$ cat src/rtl/agu_pkg.sv
package agu_pkg;
   typedef enum logic [1:0] {
      DSZ_NONE = 2'b00,
      DSZ_B8   = 2'b01,
      DSZ_B16  = 2'b10,
      DSZ_FULL = 2'b11
   } disp_size_e;

   typedef enum logic [1:0] {
      SC_X1 = 2'b00,
      SC_X2 = 2'b01,
      SC_X4 = 2'b10,
      SC_X8 = 2'b11
   } scale_e;
endpackage

$ cat src/rtl/agu_disp_ext.sv
module agu_disp_ext
   import agu_pkg::*;
#(
   parameter int ADDR_W = 32
) (
   input  logic              clk,
   input  logic              rst_n,
   input  logic [ADDR_W-1:0] disp_in,
   input  logic [1:0]        disp_size,
   output logic [ADDR_W-1:0] disp_term
);
   localparam int HI8  = ADDR_W - 8;
   localparam int HI16 = ADDR_W - 16;

   disp_size_e sz;
   assign sz = disp_size_e'(disp_size);

   always_comb begin
      unique case (sz)
         DSZ_NONE: disp_term = '0;
         DSZ_B8:   disp_term = {{HI8{disp_in[7]}}, disp_in[7:0]};
         DSZ_B16:  disp_term = {{HI16{disp_in[15]}}, disp_in[15:0]};
         default:  disp_term = disp_in;
      endcase
   end

   always_ff @(posedge clk) begin
      if (rst_n) begin
         // upper bits replicate bit 7 of the short displacement
         if (sz == DSZ_B8)
            assert_sext8_R3: assert ($countones(disp_term[ADDR_W-1:7]) == 0 ||
                                     $countones(disp_term[ADDR_W-1:7]) == HI8 + 1);
         // upper bits replicate bit 15
         if (sz == DSZ_B16)
            assert_sext16_R4: assert ($countones(disp_term[ADDR_W-1:15]) == 0 ||
                                      $countones(disp_term[ADDR_W-1:15]) == HI16 + 1);
         // absent displacement contributes nothing
         if (sz == DSZ_NONE)
            assert_no_disp_R6: assert (disp_term == '0);
      end
   end
endmodule

$ cat src/rtl/agu_index_scaler.sv
module agu_index_scaler
   import agu_pkg::*;
#(
   parameter int ADDR_W = 32,
   parameter int REG_W  = 3,
   parameter int SP_NUM = 4
) (
   input  logic              clk,
   input  logic              rst_n,
   input  logic              index_valid,
   input  logic [REG_W-1:0]  index_reg,
   input  logic [ADDR_W-1:0] index_val,
   input  logic [1:0]        scale_code,
   output logic [ADDR_W-1:0] index_term,
   output logic              index_bad
);
   localparam logic [REG_W-1:0] SP_CODE = REG_W'(SP_NUM);

   logic              use_index;
   logic [ADDR_W-1:0] shifted;

   assign index_bad = index_valid && (index_reg == SP_CODE);
   assign use_index = index_valid && !index_bad;

   always_comb begin
      unique case (scale_e'(scale_code))
         SC_X1:   shifted = index_val;
         SC_X2:   shifted = {index_val[ADDR_W-2:0], 1'b0};
         SC_X4:   shifted = {index_val[ADDR_W-3:0], 2'b00};
         default: shifted = {index_val[ADDR_W-4:0], 3'b000};
      endcase
   end

   assign index_term = use_index ? shifted : '0;

   always_ff @(posedge clk) begin
      if (rst_n) begin
         // no index term when absent or illegal
         if (!index_valid || index_bad)
            assert_idx_zero_R9: assert (index_term == '0);
         // undoing the shift recovers the surviving index bits
         if (use_index)
            assert_scale_R2: assert ((index_term >> scale_code) ==
                                     (index_val & ({ADDR_W{1'b1}} >> scale_code)));
         // an absent index never flags an error
         if (!index_valid)
            assert_no_err_R8: assert (!index_bad);
      end
   end
endmodule

$ cat src/rtl/agu_sum_stage.sv
module agu_sum_stage #(
   parameter int ADDR_W     = 32,
   parameter bit REGISTERED = 1'b1
) (
   input  logic              clk,
   input  logic              rst_n,
   input  logic [ADDR_W-1:0] base_term,
   input  logic [ADDR_W-1:0] index_term,
   input  logic [ADDR_W-1:0] disp_term,
   input  logic [ADDR_W-1:0] seg_base,
   input  logic              index_bad,
   output logic [ADDR_W-1:0] ea_out,
   output logic [ADDR_W-1:0] lin_addr,
   output logic              idx_err
);
   logic [ADDR_W-1:0] ea_c;
   logic [ADDR_W-1:0] lin_c;

   // carries out of the top bit fall off by width truncation
   assign ea_c  = base_term + index_term + disp_term;
   assign lin_c = seg_base + ea_c;

   generate
      if (REGISTERED) begin : g_reg
         logic [ADDR_W-1:0] ea_q;
         logic [ADDR_W-1:0] lin_q;
         logic              err_q;

         always_ff @(posedge clk) begin
            if (!rst_n) begin
               ea_q  <= '0;
               lin_q <= '0;
               err_q <= 1'b0;
            end else begin
               ea_q  <= ea_c;
               lin_q <= lin_c;
               err_q <= index_bad;
            end
         end

         assign ea_out   = ea_q;
         assign lin_addr = lin_q;
         assign idx_err  = err_q;

         // registered EA is the sum of last cycle's terms
         assert_ea_sum_R1: assert property (@(posedge clk) disable iff (!rst_n)
            $past(rst_n) |-> ea_out == $past(base_term + index_term + disp_term));
         // linear address follows sampled segment base plus EA
         assert_lin_R10: assert property (@(posedge clk) disable iff (!rst_n)
            $past(rst_n) |-> lin_addr == $past(seg_base) + ea_out);
         // error output follows the illegal-index detection by one cycle
         assert_err_R9: assert property (@(posedge clk) disable iff (!rst_n)
            index_bad |=> idx_err);
         // after a reset cycle the outputs are clear
         assert_reset_R11: assert property (@(posedge clk)
            !rst_n |=> (ea_out == '0 && lin_addr == '0 && !idx_err));
      end else begin : g_comb
         assign ea_out   = ea_c;
         assign lin_addr = lin_c;
         assign idx_err  = index_bad;
      end
   endgenerate
endmodule

$ cat src/rtl/seg_ea_gen.sv
module seg_ea_gen #(
   parameter int ADDR_W     = 32,
   parameter int REG_W      = 3,
   parameter int SP_NUM     = 4,
   parameter bit REGISTERED = 1'b1
) (
   input  logic              clk,
   input  logic              rst_n,
   input  logic              base_valid,
   input  logic [ADDR_W-1:0] base_val,
   input  logic              index_valid,
   input  logic [REG_W-1:0]  index_reg,
   input  logic [ADDR_W-1:0] index_val,
   input  logic [1:0]        scale_code,
   input  logic [ADDR_W-1:0] disp_in,
   input  logic [1:0]        disp_size,
   input  logic [ADDR_W-1:0] seg_base,
   output logic [ADDR_W-1:0] ea_out,
   output logic [ADDR_W-1:0] lin_addr,
   output logic              idx_err
);
   localparam int NUM_REGS = 1 << REG_W;

   generate
      if (ADDR_W < 16) begin : g_bad_width
         $error("ADDR_W must be at least 16 to hold a 16-bit displacement");
      end
      if (SP_NUM < 0 || SP_NUM >= NUM_REGS) begin : g_bad_sp
         $error("SP_NUM must name a register inside the register file");
      end
   endgenerate

   logic [ADDR_W-1:0] base_term;
   logic [ADDR_W-1:0] index_term;
   logic [ADDR_W-1:0] disp_term;
   logic              index_bad;

   // the base may be any register, the stack pointer included
   assign base_term = base_valid ? base_val : '0;

   agu_disp_ext #(.ADDR_W(ADDR_W)) disp_i (
      .clk       (clk),
      .rst_n     (rst_n),
      .disp_in   (disp_in),
      .disp_size (disp_size),
      .disp_term (disp_term)
   );

   agu_index_scaler #(.ADDR_W(ADDR_W), .REG_W(REG_W), .SP_NUM(SP_NUM)) idx_i (
      .clk         (clk),
      .rst_n       (rst_n),
      .index_valid (index_valid),
      .index_reg   (index_reg),
      .index_val   (index_val),
      .scale_code  (scale_code),
      .index_term  (index_term),
      .index_bad   (index_bad)
   );

   agu_sum_stage #(.ADDR_W(ADDR_W), .REGISTERED(REGISTERED)) sum_i (
      .clk        (clk),
      .rst_n      (rst_n),
      .base_term  (base_term),
      .index_term (index_term),
      .disp_term  (disp_term),
      .seg_base   (seg_base),
      .index_bad  (index_bad),
      .ea_out     (ea_out),
      .lin_addr   (lin_addr),
      .idx_err    (idx_err)
   );
endmodule

$ cat config.mk
export PLATFORM = sky130hd
export DESIGN_NAME = seg_ea_gen
export DESIGN_NICKNAME = d
export VERILOG_FILES = /design/src/rtl/agu_pkg.sv /design/src/rtl/agu_disp_ext.sv /design/src/rtl/agu_index_scaler.sv /design/src/rtl/agu_sum_stage.sv /design/src/rtl/seg_ea_gen.sv
export SDC_FILE = /design/constraint.sdc
export NUM_CORES = 1
export LEC_CHECK = 0
export ABC_AREA = 1
export BUFFER_PORTS_ARGS = -buffer_cell sky130_fd_sc_hd__buf_2
export CAP_MARGIN = 40
export CORE_ASPECT_RATIO = 2
export CORE_MARGIN = 5
export CORE_UTILIZATION = 45
export CTS_CLUSTER_DIAMETER = 100
export DETAILED_ROUTE_END_ITERATION = 10
export PLACE_DENSITY = 0.67
export RECOVER_POWER = 25
export SLEW_MARGIN = 20
export SYNTH_ARGS = -nofsm -noshare
export SYNTH_HDL_FRONTEND = slang
export SYNTH_SLANG_ARGS = --single-unit
$ cat constraint.sdc
create_clock -name clk -period 9.63 [get_ports clk]
set_input_delay 2.4075 -clock clk [delete_from_list [all_inputs] [get_ports clk]]
set_output_delay 2.4075 -clock clk [all_outputs]
set_load 0.01 [all_outputs]
==> results of run 1 <==
[cells in the final DEF, fill, tap and decap left out, types with 8 or more instances in the layout]
cell       count
a21oi_1      101
o21ai_1        8
o211ai_1      30
a21o_1        11
dfxtp_1       65
clkbuf_1      35
nand3_2        9
fa_1          33
nand3_1       54
nor3_1        13
xor2_1        15
buf_2        171
inv_1        192
ha_1          62
nor2_1       124
o21bai_1       9
clkbuf_16      9
o21ai_0       90
nand2_1      277
[cell families after synthesis]
kind of cell	count (synthesis)	share of synthesized area, %
DFF	65	17.1
AOI/OAI and AO/OA	285	21.8
buffers and inverters	227	11.5
xor gates and xnor gates	19	2.29
adders and majority gates	95	18.9
and+or+nand+nor	508	28.4
[cell type report]
class                      instances  area share [%]
multi-input combinational        907            59.8
sequential                        65            14.3
timing repair buffer             206            11.3
inverter                         198            8.22
tap                              207            2.86
clock buffer                      12            2.61
clock inverter                     4           0.855
[per-stage QoR]
stage               setup slack (ps)  std cells  utilization [%]  cell area, sq um
floorplan                       3080       1199                -              7600
global placement                1730       1581             52.5              8750
detailed placement              1730       1583             52.7              8800
CTS                             2060       1599             54.6              9110
global route                    1470       1599             54.4              9070
finish                          1900       1599             54.4              9070
[sequential cells by signal, indices dropped and copies added, names as in the netlist]
register	count
sum_i.ea_out	32
sum_i.lin_addr	32
sum_i.idx_err	1
[synthesized netlist by cell type (2+ instances only)]
master	instances
a31oi_1	5
ha_1	62
inv_1	192
nand3_2	9
fa_1	33
nand3_1	54
a21oi_1	101
a221oi_1	2
inv_2	4
xnor2_1	3
o221ai_1	4
buf_2	3
nand2_2	6
o21ai_2	5
o21bai_1	9
dfxtp_1	65
o21a_1	6
nand4_1	5
nand2_1	277
clkbuf_1	22
and2_1	2
o211ai_1	30
nor3_1	13
buf_4	2
o21ai_0	90
a211oi_1	2
a21o_1	11
xor2_1	15
a21boi_0	2
nand3b_1	5
nor2_1	124
o21ai_1	8
o22ai_1	2
nor4_1	2
nor2_2	5
a21oi_2	5
[critical path, delay by kind of cell]
kind | cells | cell delay (ps)
AOI/OAI and AO/OA | 8 | 1820
buffers and inverters | 7 | 1310
adders and majority gates | 3 | 1270
and+or+nand+nor | 10 | 920
xor gates and xnor gates | 1 | 250
[per-layer routing]
layer  routed length [um]  vias up
li1                     -     4288
met1                 9050     3884
met2                15200      336
met3                 1240      128
met4                 2410        0
met5                    0        -
[report_power, final]
group,switching [W],internal [W]
Combinational,0.000865,0.000425
Sequential,0.0000275,0.000362
Clock,0.000120,0.000228
Total,0.00101,0.00101
[worst paths after layout]
path | slack [ps] | endpoint | from
max | 1900 | sum_i.lin_addr[26] | scale_code[0]
min | 2340 | sum_i.idx_err | index_valid
==> impl_metrics.tcl, run 1 <==
set metrics [dict create \
    cts_hold_buf 0 \
    routed_via_density 5.40 \
    cts-resized-gates 0 \
    async_flop_share_pct 0 \
    worst_slew_pin_slew_ps 1710 \
    maxSlewHeadroom_pct -14.3 \
    synth_cells 1199 \
    start_util_pct 45.6 \
    ys.flop_type "dfxtp_1" \
    power_w 0.00203 \
    holdPathStages 3 \
    dp_hpwl_um 24000 \
    gr-total-overflow 0 \
    synth_top_area_cell "dfxtp_1" \
    synth-edff-count 0 \
    drt_wl_total_um 27900 \
    hold_slack_ps 2340 \
    worstSetupEndpointType "register" \
    core_area_sq_mm 0.0167 \
    grt_pass1_vias 8888 \
    fillers 1794 \
    syn_avg_cell_area_sq_um 6.34 \
    peakVddDrop_v 0.000107 \
    die_w_um 102 \
    portBuffers 203 \
    clk_pin_slew_ps 60 \
    drive_gt1_share_pct 16.4 \
    min_path_type "in2reg" \
    htree_levels 3 \
    cellPowerDensity_mw_per_mm2 224 \
    fin_crit_sh_pct 80.3 \
    fp.dieH_um 194 \
    antenna_found_initial 0 \
    grt_pass1_wl_um 43400 \
    grt_use_total_pct 28.2 \
    cp_max_fo 28 \
    path_class "in2reg" \
    grt_util_met3_pct 3.17 \
    ctsRootBufferMaster "clkbuf_16" \
    synth.distinct_cells 50 \
    vias 8636 \
    cts.sinks 65 \
    met1_usage_pct 25.5 \
    leakage_nw 4.84 \
    drtAntennaViolNets 0 \
    wire_per_inst_um 17.5 \
    rsz0062_at_grt "no" \
    diodes 0 \
    grt-busiest-layer "met2" \
    cts_tree "done" \
    finalHoldViolations 0 \
    grt.met2_usage_pct 54.5 \
    syn2layout_area_growth_pct 19.4 \
    drc 0 \
    multiInputGateArea_sq_mm 0.00543 \
    ys.warnings.count 0 \
    seq_area_frac_synth_pct 17.1 \
    synth_seq_cells 65 \
    synth_area_sq_mm 0.00760 \
    io_pins 204 \
    finalSetupTns_ps 0 \
    startpoint_type "input pin" \
    worst_ep_required_time_ps 9860 \
    status "finished with violations" \
    cts_setup_buffers 0 \
    cpMaxStageDelayCell "fa_1" \
    failed_checks "capacitance limit, slew limit" \
    nNetsFinal 1621 \
    dieArea_sq_mm 0.0197 \
    routabilityCongestion 1.01 \
    cp.arrival_ps 7960 \
    setup_viol 0 \
    clockBufferDepth 2 \
    first_pass_iters 5 \
    max_cap_violations 1 \
    drv_slew 36 \
    fmax_mhz 129 \
    ys_top_cells_by_area "dfxtp_1, nand2_1, ha_1" \
    grt_max_degree 36 \
    yosys.area.top_type_share_pct 17.1 \
    numCtsBuffers 9 \
    syn-num-nets 1433 \
    critical-path-max-stage-delay_ps 550 \
    register_area_sq_mm 0.00130 \
    finalCriticalPeriod_ps 7730 \
    rows 67 \
    drt_iter0_drc 391 \
]
No activity file was read; power rests on OpenSTA's default activity.
==> run 2: changes to the inputs <==
- ABC_AREA: 1 -> 0
- PLACE_DENSITY: 0.67 -> 0.71
- clock period: 9.63 -> 6.85 ns (I/O delays scaled with it)
==> impl_metrics.tcl, run 2 <==
set metrics [dict create \
    synth-edff-count 0 \
    portBuffers 203 \
    async_flop_share_pct 0 \
    wire_per_inst_um 14.8 \
    grt_pass1_vias 6679 \
    layout_common_cells "buf_2, nand2_1, inv_1" \
    min_path_type "in2reg" \
    setup_viol 0 \
    max_cap_violations 0 \
    die_w_um 96.4 \
    peakVddDrop_v 0.000135 \
    placed_cell_area_sq_mm 0.00837 \
    clk_pin_slew_ps 60 \
    drt_wl_total_um 18600 \
    yosys-top-cells-count "nand2_1, inv_1, dfxtp_1" \
    synth_top_area_cell "dfxtp_1" \
    final_area_sq_mm 0.00873 \
    grt_pass1_wl_um 29700 \
    drc 0 \
    antenna_found_initial 0 \
    nNetsFinal 1291 \
    fp.dieH_um 183 \
    cp.arrival_ps 6870 \
    finalHoldViolations 0 \
    vias 6510 \
    syn_avg_cell_area_sq_um 8.38 \
    syn-num-nets 1035 \
    numCtsBuffers 9 \
    diodes 0 \
    path_class "in2reg" \
    yosys.area.top_type_share_pct 19.4 \
    core_area_sq_mm 0.0147 \
    gr-total-overflow 0 \
    ys.flop_type "dfxtp_1" \
    ys_top_cells_by_area "dfxtp_1, ha_1, fa_1" \
    seq_area_frac_synth_pct 19.4 \
    grt_use_total_pct 21.3 \
    layout.cells.most_common "buf_2" \
    grt_max_degree 40 \
    fmax_mhz 152 \
    critical-path-max-stage-delay_ps 430 \
    synth_cells 801 \
    cts_tree "done" \
    io_pins 204 \
    worst_slew_pin_slew_ps 411 \
    crit_path_frequent_cell "buf_4" \
    rows 63 \
    cpMaxStageDelayCell "fa_1" \
    routed_via_density 5.18 \
    drv_slew 0 \
    startpoint_type "input pin" \
    syn2layout_area_growth_pct 30.0 \
    status "finished clean" \
    hold_slack_ps 1700 \
    first_pass_iters 6 \
    cts.sinks 65 \
    htree_levels 3 \
    start_util_pct 45.5 \
    ctsRootBufferMaster "clkbuf_16" \
    worst_ep_required_time_ps 7130 \
    synth_area_sq_mm 0.00671 \
    ys.warnings.count 0 \
    maxSlewHeadroom_pct 72.6 \
    drt_iter0_drc 209 \
    finalCriticalPeriod_ps 6590 \
    drtAntennaViolNets 0 \
    post-synth-top-count-cell "nand2_1" \
    synth_seq_cells 65 \
    leakage_nw 4.36 \
    cellPowerDensity_mw_per_mm2 311 \
    worstSetupEndpointType "register" \
    fin_crit_sh_pct 96.3 \
    drive_gt1_share_pct 29.7 \
    cp_max_fo 2 \
    synth.distinct_cells 60 \
    dp_hpwl_um 15800 \
    cts_hold_buf 0 \
    routabilityCongestion 0.917 \
    dieArea_sq_mm 0.0176 \
    final_util_pct 59.2 \
    clockBufferDepth 2 \
]
[run 2: cell count changes after synthesis, sizes merged, moves of 28 or more]
| cell | delta |
|---|---|
| o21ai | -60 |
| nand2 | -189 |
| and2 | +34 |
| inv | -123 |
| a21oi | -42 |
| nor2 | -67 |
| nand3 | -45 |
| xnor2 | +28 |
[run 2: power by group]
| part | switching [W] | internal, W |
|---|---|---|
| Sequential | 0.0000369 | 0.000508 |
| Clock | 0.000165 | 0.000242 |
| Combinational | 0.000943 | 0.000815 |
[run 2: per-layer routing]
layer	global-route usage [%]	vias up	wire length (um)
li1	-	3290	-
met4	11.1	0	823
met1	23.6	2945	7050
met2	38.4	222	9790
met3	2.39	53	948
met5	0	-	0
[run 2: cell families after synthesis]
kind of cell | Yosys count | synth area share, %
adders and majority gates | 95 | 21.4
muxes | 32 | 9.64
xor gates and xnor gates | 52 | 6.99
buffers and inverters | 104 | 5.97
and+or+nand+nor | 259 | 17.9
DFF | 65 | 19.4
AOI/OAI and AO/OA | 194 | 18.7
[run 2: worst paths after layout]
kind                    startpoint                  to  slack (ps)  cells after the start
worst min-delay path   seg_base[0]   sum_i.lin_addr[0]        1700                      3
worst max-delay path  index_reg[2]  sum_i.lin_addr[28]         260                     29
[run 2: what timing repair did]
item	CTS	global route
buffers inserted	0	3
setup endpoints to repair	0	9
gates resized for setup	0	27
[run 2: cell type report]
cell class	instances	area, sq um
clock buffers	10	229
clock inverters	6	35.0
fillers	1407	6010
inverters	75	282
multi-input cells	632	5120
flip-flops and latches	65	1300
well taps	195	244
repair buffers	274	1520
[run 2: stage by stage]
stage | cells | setup TNS (ps) | total power [W] | setup slack, ps
after global placement | 1238 | -596 | 0.00224 | -145
after detailed placement | 1238 | -1100 | 0.00226 | -256
after CTS | 1254 | 0 | 0.00269 | 78.8
after floorplan | 801 | 0 | 0.00170 | 11.6
final | 1257 | 0 | 0.00271 | 256
after global routing | 1257 | 0 | 0.00295 | -0.000444
[run 2: critical path: cells and delay by family]
kind / cells / cell delay [ps]
AND/OR/NAND/NOR: 7 / 780
AO/OA/AOI/OAI: 12 / 2480
buffers and inverters: 6 / 620
adder cells (fa/ha/maj): 4 / 1260
==> run 3: changes to the inputs <==
- CELL_PAD_IN_SITES_DETAIL_PLACEMENT: not set -> 1
- CELL_PAD_IN_SITES_GLOBAL_PLACEMENT: not set -> 1
- CORE_UTILIZATION: 45 -> 35
- PLACE_DENSITY: 0.71 -> 0.75
==> impl_metrics.tcl, run 3 (synthesis gave the netlist of run 2 again) <==
set metrics [dict create \
    maxSlewHeadroom_pct 70.5 \
    crit_path_start "index_reg[2]" \
    status "finished clean" \
    drtAntennaViolNets 0 \
    rows 71 \
    worst_ep_required_time_ps 7130 \
    leakage_nw 4.49 \
    die_w_um 108 \
    worst_slew_pin_slew_ps 440 \
    path_class "in2reg" \
    finalSetupTns_ps 0 \
    fp.dieH_um 206 \
    cts.sinks 65 \
    clockPowerShare_pct 16.5 \
    min_path_type "in2reg" \
    setup_viol 0 \
    grt_max_degree 40 \
    nNetsFinal 1312 \
    finalCriticalPeriod_ps 6580 \
    fillers 2390 \
    grt_pass1_vias 7489 \
    layout.cells.most_common "buf_2" \
    clockBufferDepth 2 \
    grt_use_total_pct 20.2 \
    routabilityCongestion 0.876 \
    switching_power_w 0.00123 \
    layout_common_cells "buf_2, nand2_1, buf_4" \
    finalHoldViolations 0 \
    fin_crit_sh_pct 96.0 \
    cellPowerDensity_mw_per_mm2 321 \
    start_util_pct 35.6 \
    io_pins 204 \
    drt_iter0_drc 151 \
    cp.arrival_ps 6850 \
    portBuffers 203 \
    pwr-share-seq_pct 18.7 \
    syn2layout_area_growth_pct 34.9 \
    intPower_w 0.00168 \
    drc 0 \
    hold_path.startpoint "index_valid" \
    startpoint_type "input pin" \
    max_cap_violations 0 \
    min_to "sum_i.idx_err" \
    worstSetupEndpointType "register" \
    comb_power_share_pct 64.8 \
    peakVddDrop_v 0.000145 \
    numCtsBuffers 9 \
    final_cells 1338 \
    ctsRootBufferMaster "clkbuf_16" \
    drv_slew 0 \
    htree_levels 3 \
    holdPathStages 2 \
    fmax_mhz 152 \
    routed_via_density 5.01 \
    rsz0062_at_grt "no" \
    first_pass_iters 4 \
    core_area_sq_mm 0.0188 \
    drt_wl_total_um 22300 \
    dieArea_sq_mm 0.0222 \
    antenna_found_initial 0 \
    cts_hold_buf 0 \
    cp_max_fo 5 \
    cts_tree "done" \
    drive_gt1_share_pct 31.9 \
    wire_per_inst_um 16.7 \
    switching_share_pct 42.3 \
    grt_pass1_wl_um 35600 \
    dp_hpwl_um 19100 \
    clk_pin_slew_ps 60 \
    diodes 0 \
    vias 6704 \
    gr-total-overflow 0 \
    place_inst 1320 \
]
run 3: changes by cell type in the layout (fill, tap and decap cells not counted), sizes merged:
| cell | delta |
|---|---|
| bufinv | +1 |
| buf | +20 |
| clkinvlp | -2 |
| clkinv | -3 |
| clkbuf | +5 |
run 3: power by group through the flow:
| stage | logic, W | clock network [W] | registers [W] |
|---|---|---|---|
| final | 0.00188 | 0.000480 | 0.000542 |
| after global routing | 0.00208 | 0.000508 | 0.000553 |
| after CTS | 0.00187 | 0.000493 | 0.000541 |
| after detailed placement | 0.00184 | 0 | 0.000549 |
| after global placement | 0.00178 | 0 | 0.000547 |
| after floorplan | 0.00108 | 0 | 0.000613 |
run 3: what timing repair did:
| action | 4_1_cts | 5_1_grt |
|---|---|---|
| buffers inserted | 0 | 2 |
| setup endpoints to repair | 2 | 10 |
| pin swaps | 1 | 16 |
| resized for setup | 3 | 33 |
run 3: worst max-delay path: stages:
cell and delay (ps):
buf_2 90, nor3b_2 150, buf_4 130, buf_4 130
nor2b_4 140, buf_4 150, nand2_1 80, fa_1 540
inv_1 40, ha_1 280, a211oi_1 250, nand2_1 80
o211ai_1 320, a211oi_2 140, o21a_1 220, o21a_1 210
o21ai_2 160, buf_4 140, a31oi_2 80, ha_2 220
buf_4 160, nor3_2 140, a211oi_1 80, a31oi_1 210
o31ai_2 130, a311o_1 380, a2111o_1 400, nand3_2 90
run 3: worst max-delay path by stage:
stage	end	slack (ps)	cells past startpoint
after floorplan	sum_i.lin_addr[28]	10	26
after global placement	sum_i.lin_addr[28]	-180	30
after detailed placement	sum_i.lin_addr[28]	-390	30
after CTS	sum_i.lin_addr[28]	30	27
after global routing	sum_i.lin_addr[31]	10	29
final	sum_i.lin_addr[28]	270	28
run 3: per-layer routing:
layer  wire (um)  global-route usage [%]  part of all wire [%]  vias to the layer above
met5           0                       0                     0                        -
met4         862                    9.26                   3.9                        0
met3         871                    2.64                   3.9                       49
met2       12600                    40.8                    57                      169
met1        7960                    19.6                    36                     3161
li1            -                       -                     -                     3325
run 3: area by class of cell:
class | count | area, sq um | area share, %
clock buffers | 14 | 274 | 3.03
clock inverters | 2 | 35.0 | 0.387
inverters | 75 | 282 | 3.11
multi-input cells | 632 | 5170 | 57.1
flip-flops and latches | 65 | 1300 | 14.4
well taps | 255 | 319 | 3.52
repair buffers | 295 | 1670 | 18.5
run 3: stage by stage:
step / util, % / power [W] / hold slack, ps / area, sq um / worst slack (ps)
floorplan: - / 0.00170 / 1860 / 6730 / 11.6
global placement: 45.7 / 0.00233 / 2040 / 8610 / -184
detailed placement: 45.7 / 0.00239 / 2050 / 8610 / -385
CTS: 47.4 / 0.00290 / 1680 / 8920 / 29.0
global route: 48.1 / 0.00314 / 1680 / 9050 / 12.3
finish: 48.1 / 0.00290 / 1680 / 9050 / 271
